### src/rtl/div_pkg.sv
// Shared types for the divide unit.
package div_pkg;

    // Controller states: waiting, iterating, presenting the result.
    typedef enum logic [1:0] {
        ST_IDLE = 2'd0,
        ST_RUN  = 2'd1,
        ST_FIN  = 2'd2
    } div_state_e;

    // Per-operation attributes captured when a request is accepted.
    typedef struct packed {
        logic word;     // 32-bit form selected
        logic is_rem;   // remainder wanted instead of quotient
        logic q_neg;    // quotient must be negated at the end
        logic r_neg;    // remainder must be negated at the end
        logic special;  // zero divisor or signed overflow, result is fixed
    } div_op_t;

endpackage

### src/rtl/div_prep.sv
// Operand preparation.
// Picks the effective operands for the full-width or word form, turns
// them into unsigned magnitudes and records the sign fix-ups. It also
// detects a zero divisor and signed overflow and gives their fixed
// result. Purely combinational. Assumes W is even.
module div_prep
    import div_pkg::*;
#(
    parameter int W = 64
) (
    input  logic [1:0]   func_lo,
    input  logic         word,
    input  logic [W-1:0] dividend,
    input  logic [W-1:0] divisor,
    output logic [W-1:0] mag_a,
    output logic [W-1:0] mag_b,
    output div_op_t      op,
    output logic [W-1:0] special_val
);
    localparam int HALF = W / 2;

    logic         sgn;
    logic         is_rem;
    logic [W-1:0] ea;
    logic [W-1:0] eb;
    logic [W-1:0] min_eff;
    logic         neg_a;
    logic         neg_b;
    logic         b_zero;
    logic         ovf;

    // Select the effective operands and the most negative value for the form.
    always_comb begin
        sgn    = ~func_lo[0];
        is_rem = func_lo[1];
        if (word) begin
            ea      = sgn ? {{HALF{dividend[HALF-1]}}, dividend[HALF-1:0]}
                          : {{HALF{1'b0}}, dividend[HALF-1:0]};
            eb      = sgn ? {{HALF{divisor[HALF-1]}}, divisor[HALF-1:0]}
                          : {{HALF{1'b0}}, divisor[HALF-1:0]};
            min_eff = {{(HALF+1){1'b1}}, {(HALF-1){1'b0}}};
        end else begin
            ea      = dividend;
            eb      = divisor;
            min_eff = {1'b1, {(W-1){1'b0}}};
        end
    end

    // Work out the signs and the magnitudes the unsigned core will divide.
    always_comb begin
        neg_a = sgn & ea[W-1];
        neg_b = sgn & eb[W-1];
        mag_a = neg_a ? (~ea + 1'b1) : ea;
        mag_b = neg_b ? (~eb + 1'b1) : eb;
    end

    // Detect the two cases whose result is fixed and give that result.
    always_comb begin
        b_zero = (eb == '0);
        ovf    = sgn & (ea == min_eff) & (eb == '1);
        if (b_zero) begin
            special_val = is_rem ? ea : '1;
        end else if (is_rem) begin
            special_val = '0;
        end else begin
            special_val = min_eff;
        end
        op.word    = word;
        op.is_rem  = is_rem;
        op.q_neg   = neg_a ^ neg_b;
        op.r_neg   = neg_a;
        op.special = b_zero | ovf;
    end

endmodule

### src/rtl/div_ctrl.sv
// Sequencer.
// Accepts a request when idle. It then runs W or W/2 iterations, or none
// for a fixed-result case, and gives a one-cycle result strobe before
// going idle again. Assumes W is a power of two, at least 4.
module div_ctrl
    import div_pkg::*;
#(
    parameter int W = 64
) (
    input  logic clk,
    input  logic rst_n,
    input  logic req_valid,
    input  logic word,
    input  logic special,
    output logic req_ready,
    output logic load,
    output logic step,
    output logic rsp_valid
);
    localparam int HALF = W / 2;
    localparam int CW   = $clog2(W);

    div_state_e    state;
    logic [CW-1:0] cnt;

    // Decode the handshake and datapath enables from the state.
    always_comb begin
        req_ready = (state == ST_IDLE);
        load      = req_valid & (state == ST_IDLE);
        step      = (state == ST_RUN);
        rsp_valid = (state == ST_FIN);
    end

    // Advance the state and the iteration counter.
    always_ff @(posedge clk) begin
        if (!rst_n) begin
            state <= ST_IDLE;
            cnt   <= '0;
        end else begin
            case (state)
                ST_IDLE: begin
                    if (req_valid) begin
                        state <= special ? ST_FIN : ST_RUN;
                        cnt   <= word ? CW'(HALF - 1) : CW'(W - 1);
                    end
                end
                ST_RUN: begin
                    if (cnt == '0) begin
                        state <= ST_FIN;
                    end else begin
                        cnt <= cnt - 1'b1;
                    end
                end
                ST_FIN:  state <= ST_IDLE;
                default: state <= ST_IDLE;
            endcase
        end
    end

endmodule

### src/rtl/div_iter.sv
// Radix-2 restoring divider on unsigned magnitudes.
// One quotient bit per step. For the word form the dividend is loaded
// into the upper half of the shift register, so W/2 steps are enough.
// Assumes mag_b is non-zero whenever steps are taken.
module div_iter #(
    parameter int W = 64
) (
    input  logic         clk,
    input  logic         rst_n,
    input  logic         load,
    input  logic         step,
    input  logic         word,
    input  logic [W-1:0] mag_a,
    input  logic [W-1:0] mag_b,
    output logic [W-1:0] quo,
    output logic [W-1:0] rem
);
    localparam int HALF = W / 2;

    logic [W-1:0] q_r;
    logic [W-1:0] r_r;
    logic [W-1:0] d_r;
    logic [W:0]   shifted;
    logic         ge;
    logic [W-1:0] sub;

    // Trial subtraction of the divisor from the shifted partial remainder.
    always_comb begin
        shifted = {r_r, q_r[W-1]};
        ge      = (shifted >= {1'b0, d_r});
        sub     = shifted[W-1:0] - d_r;
    end

    // Load the operands, or take one quotient bit per step.
    always_ff @(posedge clk) begin
        if (!rst_n) begin
            q_r <= '0;
            r_r <= '0;
            d_r <= '0;
        end else if (load) begin
            q_r <= word ? {mag_a[HALF-1:0], {HALF{1'b0}}} : mag_a;
            r_r <= '0;
            d_r <= mag_b;
        end else if (step) begin
            q_r <= {q_r[W-2:0], ge};
            r_r <= ge ? sub : shifted[W-1:0];
        end
    end

    assign quo = q_r;
    assign rem = r_r;

endmodule

### src/rtl/div_post.sv
// Result formation.
// Applies the sign fix-up to the quotient or remainder, or picks the fixed
// result, then sign-extends bit W/2-1 for the word form. Combinational.
module div_post
    import div_pkg::*;
#(
    parameter int W = 64
) (
    input  div_op_t      op,
    input  logic [W-1:0] quo,
    input  logic [W-1:0] rem,
    input  logic [W-1:0] special_val,
    output logic [W-1:0] result
);
    localparam int HALF = W / 2;

    logic [W-1:0] mag;
    logic         neg;
    logic [W-1:0] signed_val;
    logic [W-1:0] pick;

    // Choose, correct and size the final value.
    always_comb begin
        mag        = op.is_rem ? rem : quo;
        neg        = op.is_rem ? op.r_neg : op.q_neg;
        signed_val = neg ? (~mag + 1'b1) : mag;
        pick       = op.special ? special_val : signed_val;
        result     = op.word ? {{HALF{pick[HALF-1]}}, pick[HALF-1:0]} : pick;
    end

endmodule

### src/rtl/div_unit.sv
// Integer divide and remainder unit, top level.
// Takes one request at a time and returns a single-cycle result strobe.
// Function code bit 2 is set for all defined codes and is not decoded.
// Assumes W is a power of two, at least 4.
module div_unit
    import div_pkg::*;
#(
    parameter int W = 64
) (
    input  logic         clk,
    input  logic         rst_n,
    input  logic         req_valid,
    output logic         req_ready,
    input  logic [2:0]   req_func,
    input  logic         req_word,
    input  logic [W-1:0] req_dividend,
    input  logic [W-1:0] req_divisor,
    output logic         rsp_valid,
    output logic [W-1:0] rsp_result
);
    logic         func_msb_unused;
    logic [W-1:0] mag_a;
    logic [W-1:0] mag_b;
    div_op_t      op_in;
    div_op_t      op_q;
    logic [W-1:0] spec_in;
    logic [W-1:0] spec_q;
    logic         load;
    logic         step;
    logic [W-1:0] quo;
    logic [W-1:0] rem;
    logic [W-1:0] post_out;

    assign func_msb_unused = req_func[2];

    div_prep #(.W(W)) u_prep (
        .func_lo     (req_func[1:0]),
        .word        (req_word),
        .dividend    (req_dividend),
        .divisor     (req_divisor),
        .mag_a       (mag_a),
        .mag_b       (mag_b),
        .op          (op_in),
        .special_val (spec_in)
    );

    div_ctrl #(.W(W)) u_ctrl (
        .clk       (clk),
        .rst_n     (rst_n),
        .req_valid (req_valid),
        .word      (req_word),
        .special   (op_in.special),
        .req_ready (req_ready),
        .load      (load),
        .step      (step),
        .rsp_valid (rsp_valid)
    );

    div_iter #(.W(W)) u_iter (
        .clk   (clk),
        .rst_n (rst_n),
        .load  (load),
        .step  (step),
        .word  (req_word),
        .mag_a (mag_a),
        .mag_b (mag_b),
        .quo   (quo),
        .rem   (rem)
    );

    // Hold the attributes and fixed result of the accepted operation.
    always_ff @(posedge clk) begin
        if (!rst_n) begin
            op_q   <= '0;
            spec_q <= '0;
        end else if (load) begin
            op_q   <= op_in;
            spec_q <= spec_in;
        end
    end

    div_post #(.W(W)) u_post (
        .op          (op_q),
        .quo         (quo),
        .rem         (rem),
        .special_val (spec_q),
        .result      (post_out)
    );

    assign rsp_result = rsp_valid ? post_out : '0;

endmodule

### config.mk
export PLATFORM = sky130hd
export DESIGN_NAME = div_unit
export DESIGN_NICKNAME = d
export VERILOG_FILES = /design/src/rtl/div_pkg.sv /design/src/rtl/div_prep.sv /design/src/rtl/div_ctrl.sv /design/src/rtl/div_iter.sv /design/src/rtl/div_post.sv /design/src/rtl/div_unit.sv
export SDC_FILE = /design/constraint.sdc
export NUM_CORES = 1
export LEC_CHECK = 0
export BUFFER_PORTS_ARGS = -buffer_cell sky130_fd_sc_hd__buf_2
export CAP_MARGIN = 20
export CORE_MARGIN = 2
export CORE_UTILIZATION = 35
export CTS_BUF_LIST = sky130_fd_sc_hd__clkbuf_16
export DETAILED_ROUTE_END_ITERATION = 10
export GPL_TIMING_DRIVEN = 0
export PLACE_DENSITY = 0.54
export SLEW_MARGIN = 20
export SYNTH_ARGS = -nofsm -noshare
export SYNTH_HDL_FRONTEND = slang
export SYNTH_SLANG_ARGS = --single-unit
### constraint.sdc
create_clock -name clk -period 5.7 [get_ports clk]
set_input_delay 1.14 -clock clk [delete_from_list [all_inputs] [get_ports clk]]
set_output_delay 1.14 -clock clk [all_outputs]
set_load 0.01 [all_outputs]
Yosys cells after proc, flatten, opt, wreduce, memory -nomap -nowiden:

Index checks and enable logic that the tools add are counted.

* $add $sub $neg: 5
* magnitude comparators: 1
* equal/unequal tests: 7
* multiplexer cells: 28
* bitwise logic cells: 12
* reduce and logical (&&, ||, !) cells: 8

Operators with widths (number)
* $mux 64: 18
* $add 64x1->64 const B: 3
* $not 64->64: 3
* $ge 65x64->1: 1
* $eq 64x64->1: 1
* $eq 64x64->1 const B: 1
* $logic_not 64->1: 1
* $sub 64x64->64: 1
* $mux 63: 1
* $mux 6: 3
* $pmux 6 s2: 1
* $logic_not 6->1: 1
* $mux 2: 3
* $sub 6x1->6 const B: 1
* $and 1x1->1: 5
* $ne 2x2->1 const B: 2
* $pmux 2 s2: 1
* $reduce_bool 2->1: 2
* $reduce_and 3->1: 1
* $eq 2x1->1 const B: 1
* $eq 2x2->1 const B: 1
* $logic_not 2->1: 1
* $ne 2x1->1 const B: 1
* $not 1->1: 2
* other kinds (5): 5

* register bits after elaboration: 269
* input bits: 135
* output and inout port bits: 66
* word-level logic and storage cells: 72

Logic depth before layout (Yosys ltp):

* depth in word-level cells: 9
* mapped depth: 19
* mapped depth without buffers: 14

By module:

From an unflattened synthesis, not the netlist that was laid out.

* cell total of the unflattened synthesis: 3311
* area, all modules: 24646.1 µm²

Modules (own cells, without submodules)
* div_iter: instances 1, cells each 1532, area an instance 12369.4 µm², seq. area each 3843.7 µm²
* div_prep: instances 1, cells each 807, area an instance 4728.3 µm², seq. area each 0.0 µm²
* div_post: instances 1, cells each 629, area an instance 4077.7 µm², seq. area each 0.0 µm²
* div_unit: instances 1, cells each 292, area an instance 3030.4 µm², seq. area each 1381.3 µm²
* div_ctrl: instances 1, cells each 51, area an instance 440.4 µm², seq. area each 160.2 µm²

Least setup slack after synthesis:

OpenSTA, ideal clock, no wires.

* kind: register to output
* start: register op_q[3] (netlist bit)
* end: output rsp_result[58]
* arrival time: 5141 ps
* data required time: 4560 ps
* setup slack: -581 ps
* stages on the path, launching flop included: 20
* path buffers: 8
* cells stage by stage: dfxtp_1 > buf_6 > buf_2 > buf_2 > buf_2 > buf_2 > buf_1 > clkbuf_1 > buf_2 > mux2i_1 > ha_1 > nand2_1 > or4_1 > nor4_4 > nand4_1 > or4_1 > nor2_1 > nand3_1 > nand4b_1 > nor3b_1

* cells in the longest elaborated chain, start to end: 7
* elaborated cells between the ends (all ways): 8
* classes of those cells: add/sub: 1; mux: 6; bitwise: 1

Ends and longest elaborated chain
* from (decl): RTL line div_unit.sv:25 `div_op_t op_q;`
* from (signal assigned): RTL line div_unit.sv:77 `op_q <= op_in;`
* $mux 64: RTL line div_post.sv:24 `mag = op.is_rem ? rem : quo;`
* $not 64->64: RTL line div_post.sv:26 `signed_val = neg ? (~mag + 1'b1) : mag;`
* $add 64x1->64: RTL line div_post.sv:26
* $mux 64 *: RTL line div_post.sv:26
* $mux 64 *: RTL line div_post.sv:27 `pick = op.special ? special_val : signed_val;`
* $mux 64 *: RTL line div_post.sv:28 `result = op.word ? {{HALF{pick[HALF-1]}}, pick[HALF-1:0]} : pick;`
* $mux 64 *: RTL line div_unit.sv:90 `assign rsp_result = rsp_valid ? post_out : '0;`
* to (decl): RTL line div_unit.sv:19 `output logic [W-1:0] rsp_result`

Every way passes the cells marked *; elsewhere a longest branch is shown, timed or not.

Final worst setup path:

* start: register op_q[3] (netlist bit)
* end: output rsp_result[46]

Same word-level chain as after synthesis.

==> results.txt <==
- Cell repeated most along the worst path: sky130_fd_sc_hd__buf_2
- Global-route track usage on met1: 44.3%
* Internal power of the cells: 5180 uW
- Most common library cells after synthesis: 361 x sky130_fd_sc_hd__nor2_1, 328 x sky130_fd_sc_hd__a21oi_1, 300 x sky130_fd_sc_hd__nand2_1, 272 x sky130_fd_sc_hd__o21ai_0, 269 x sky130_fd_sc_hd__dfxtp_1
* Switching power share of the total: 48.0%
- Proportion of netlist area held by the largest area contributor: around a quarter
* Remaining global-route overflow: 0
- The worst path needs 5.56 ns of the cycle, external delays included.
- Critical Path End Type: output port
* Htree depth: 2
- The pre-antenna-repair detailed-routing pass consisted of 11 iterations.
- Number of filler cells placed in the layout: 6,647
* Number of cell rows: 91
* Final wirelength: around 110,000 um
* Max_cap viols: 0
- Upper clock frequency limit: approximately 180 MHz
- Psw: 4780 uW
* Crit path buf inv count: 6
- Critical path type: register to output port
* Dpl cells: around 4,000
- Count of flip-flops with a built-in enable after synthesis: 0
- The tree is rooted in a sky130_fd_sc_hd__clkbuf_16.
* Largest delay share family, worst path: simple AND/OR/NAND/NOR gates
- Failing checks: design-rule violations
* Most instantiated library cell after synthesis: sky130_fd_sc_hd__nor2_1
- Total nets after synthesis: 3,279
- STA puts the critical path data arrival time at ~4.4 ns.
- In the routed design, unresolved DRC markers number 1.
- GPL Wtd Cong: 1.05
* Remaining antenna violation count after routing: 0
- Global routing consumed, over all layers together, between 30% and 40% of the routing resources.
- Pwr Total: 9960 uW
* Part of the cycle the worst path needs: 97.5%
* Detailed-route wire length per cell: 26.0 um
- Area delta synth->final: 15.8%
- STA puts the critical path data required time at 4.56 ns.
* Pwr Density: 398 nW/um^2
- Post-synthesis cell type with the largest combined area: sky130_fd_sc_hd__dfxtp_1
* Result of the run: finished with violations
* Synth top area cells: sky130_fd_sc_hd__dfxtp_1 25%, sky130_fd_sc_hd__a21oi_1 7.6%, sky130_fd_sc_hd__o21ai_0 6.3%, sky130_fd_sc_hd__nor2_1 6.3%, sky130_fd_sc_hd__xnor2_1 5.8%
* Ys async rst share: 0%
* Tightest slew margin relative to the limit: 21.8%
- Number of instances in the synthesized netlist: 3,073
- Static leakage power: a little under 0.01 uW
* Number of synthesis warnings: 0
- CP cell instances: buf_12 -> buf_4 -> buf_2 -> buf_2 -> buf_2 -> mux2i_1 -> and2_1 -> nand3_1 -> or4_4 -> nand2_1 -> xor2_1 -> o221a_2 -> buf_2
- The final count of pins violating max slew was 0.
* Register share of total power: ~25%
- Across the routed clock network, the largest skew measured is 0.0398 ns.
* Number of buffers between clock root and the deepest sink: 3
- The layer flagged by global routing as most heavily used is met2.
- Port buffer count: roughly 200
- The final layout contains approximately 3,500 nets.
- Yosys mapped the design onto 71 distinct sky130hd cell types.
- The mapped netlist covers 21,600 um^2.
- Counting flops and latches in the post-synthesis netlist gives 269.
- Vias in the first global route: ~23,000
* First DRT Iteration DRCs: 2,600
* Post-detailed-route via-to-cell ratio: 6.03
* CTS tree: built
- Fraction of met3 tracks used by global routing: roughly 6.1%
- The later pin in the worst-skew pair is clocked with a latency of 0.58 ns.
* Final HPWL from detailed placement: 86,900 um
* TritonCTS buffer count: 36
- Maximum number of pins on one net before global-route repair: 19
- Die H: 252 um
- Global routing used between 50 and 60% of the available met2 tracks.
* Avg Inst Size Synth: about 7.0 um^2
- Clock sink total: 269
- The initial antenna violation count is 3.
- Setup violations remaining at the end of the flow were counted as 0.
* Share of the yosys chip area belonging to registers: roughly a quarter
* Io pins: 201
- Of the cells placed in the final design, the portion with a size suffix greater than 1 is 9.96%.
- Via count: approximately 25,000
- After floorplanning, the core was sized to cover 61,400 um^2.
- For this run, the slowest stage of the critical path takes 0.68 ns.
* Effective utilization at floorplan: 35.2%
* Worst supply voltage drop on vdd: 0.000219 V
- Combinational cells account for ~53% of the total power.
- Synth Flop Type: sky130_fd_sc_hd__dfxtp_1
- Worst-path cell with the longest stage delay: sky130_fd_sc_hd__or4_4
* Total Negative Setup Slacks: 0 ns
- Wire length of the first global-routing pass: approximately 150,000 um
- Hold WS: 0.453 ns
- Kind of start point of the critical path: register
- Setup repair after global routing left no endpoint under its margin.
- CP Max Fanout: 10
* Fin. Hold Viols: 0
- Non-filler cells, final: 4,135
- The die covers 63,700 um^2.
- Slew of the pin with the lowest slew margin: 1.17 ns
- Measured along the x axis, the die boundary spans 252 um.
- Post-CTS clock slew at the launch and capture registers of the worst setup and hold paths: approximately 0.060 ns
- The path class of the tightest hold or removal check is register to register.
- Clock power frac: 22.4%
[sequential cells by signal (all words and copies together), names as in the netlist]
signal	count
spec_q	64
u_ctrl.cnt	6
u_iter.quo	64
u_iter.d_r	64
u_ctrl.state	2
op_q	5
u_iter.rem	64
[area by class of cell]
class | instances | area, um^2 | share of cell area, %
Tap cell | 790 | 988 | 3.96
Timing Repair Buffer | 216 | 1150 | 4.59
Antenna cell | 1 | 2.50 | 0.0100
Clock buffer | 36 | 901 | 3.61
Multi-Input combinational cell | 2441 | 14900 | 59.7
Inverter | 149 | 559 | 2.24
Sequential cell | 269 | 5390 | 21.6
Buffer | 210 | 880 | 3.52
Clock inverter | 23 | 194 | 0.776
[timing repair]
action,4_1_cts,5_1_grt
setup endpoints to repair,41,34
cloned,0,1
hold buffers,0,0
pin swaps,6,5
setup buffers,12,6
gates resized for setup,35,10
[cell families after synthesis]
logic type      after synthesis  share of synthesized area, %
fa+ha+maj                    71                          4.15
mux                          87                          4.12
flops                       269                          24.9
compound gates             1020                          29.0
buf+inv                     363                          6.41
simple gates               1034                          22.0
xor+xnor                    229                          9.29
[final timing paths]
kind	endpoint	startpoint	cells past startpoint	slack, ns
max	rsp_result[46]	op_q[3]	13	0.14
min	u_iter.d_r[55]	u_iter.d_r[55]	2	0.45
max reg2reg	u_iter.rem[63]	u_iter.rem[13]	14	0.71
min reg2reg	u_iter.d_r[55]	u_iter.d_r[55]	2	0.45
[metal layers]
layer  vias to the layer above  wire length [um]
met1                     11921             46200
met2                      1226             47300
met4                         4              4980
li1                      11554                 -
met3                       225              9120
met5                         -                27
[cells in the final DEF (no fill, tap or decap), types with 18 or more instances in the layout]
cell,netlist,layout
sky130_fd_sc_hd__a211oi_1,56,56
sky130_fd_sc_hd__a21o_1,51,51
sky130_fd_sc_hd__a21oi_1,328,325
sky130_fd_sc_hd__a221oi_1,32,32
sky130_fd_sc_hd__a22o_1,33,33
sky130_fd_sc_hd__a31oi_1,29,29
sky130_fd_sc_hd__buf_2,11,205
sky130_fd_sc_hd__buf_4,0,18
sky130_fd_sc_hd__clkbuf_1,190,187
sky130_fd_sc_hd__clkbuf_16,0,37
sky130_fd_sc_hd__dfxtp_1,269,268
sky130_fd_sc_hd__ha_1,70,69
sky130_fd_sc_hd__inv_1,149,156
sky130_fd_sc_hd__mux2i_1,72,70
sky130_fd_sc_hd__nand2_1,300,300
sky130_fd_sc_hd__nand3_1,39,39
sky130_fd_sc_hd__nand4_1,50,50
sky130_fd_sc_hd__nor2_1,361,360
sky130_fd_sc_hd__nor3_1,110,110
sky130_fd_sc_hd__nor4_1,38,36
sky130_fd_sc_hd__o211ai_1,36,36
sky130_fd_sc_hd__o21a_1,25,25
sky130_fd_sc_hd__o21ai_0,272,272
sky130_fd_sc_hd__o22ai_1,26,26
sky130_fd_sc_hd__o31ai_1,31,30
sky130_fd_sc_hd__or3_1,28,27
sky130_fd_sc_hd__xnor2_1,144,144
sky130_fd_sc_hd__xor2_1,85,85
[power by group through the flow]
stage / clock (uW) / combinational (uW) / sequential (uW)
CTS: 2240 / 5110 / 2440
detailed placement: 0 / 5050 / 2480
global placement: 0 / 5050 / 2480
global route: 2300 / 5710 / 2460
finish: 2230 / 5270 / 2460
floorplan: 0 / 3540 / 2280
[metrics by stage]
| stage | util [%] | worst slack, ns | cell area, um^2 |
|---|---|---|---|
| 2_1_floorplan | - | 0.0405 | 21600 |
| 4_1_cts | 40.6 | 0.0549 | 24900 |
| 3_3_place_gp | 38.4 | -1.78 | 23600 |
| 5_1_grt | 40.7 | 0.0139 | 25000 |
| 6_report | 40.7 | 0.143 | 25000 |
| 3_5_place_dp | 38.4 | -1.73 | 23600 |
[worst register-to-register path: stages (launching register included)]
cell and delay, ns:
sky130_fd_sc_hd__dfxtp_1 0.59, sky130_fd_sc_hd__ha_1 0.31, sky130_fd_sc_hd__clkbuf_1 0.20, sky130_fd_sc_hd__a21o_1 0.23, sky130_fd_sc_hd__a211o_1 0.34, sky130_fd_sc_hd__nor3_1 0.19
sky130_fd_sc_hd__a21oi_1 0.15, sky130_fd_sc_hd__a21oi_1 0.53, sky130_fd_sc_hd__o31a_1 0.43, sky130_fd_sc_hd__o21a_1 0.16, sky130_fd_sc_hd__clkbuf_1 0.44, sky130_fd_sc_hd__clkbuf_1 0.55
sky130_fd_sc_hd__clkbuf_1 0.44, sky130_fd_sc_hd__nand3_1 0.15, sky130_fd_sc_hd__a31oi_1 0.18
Power figures use the tool's default switching activity.
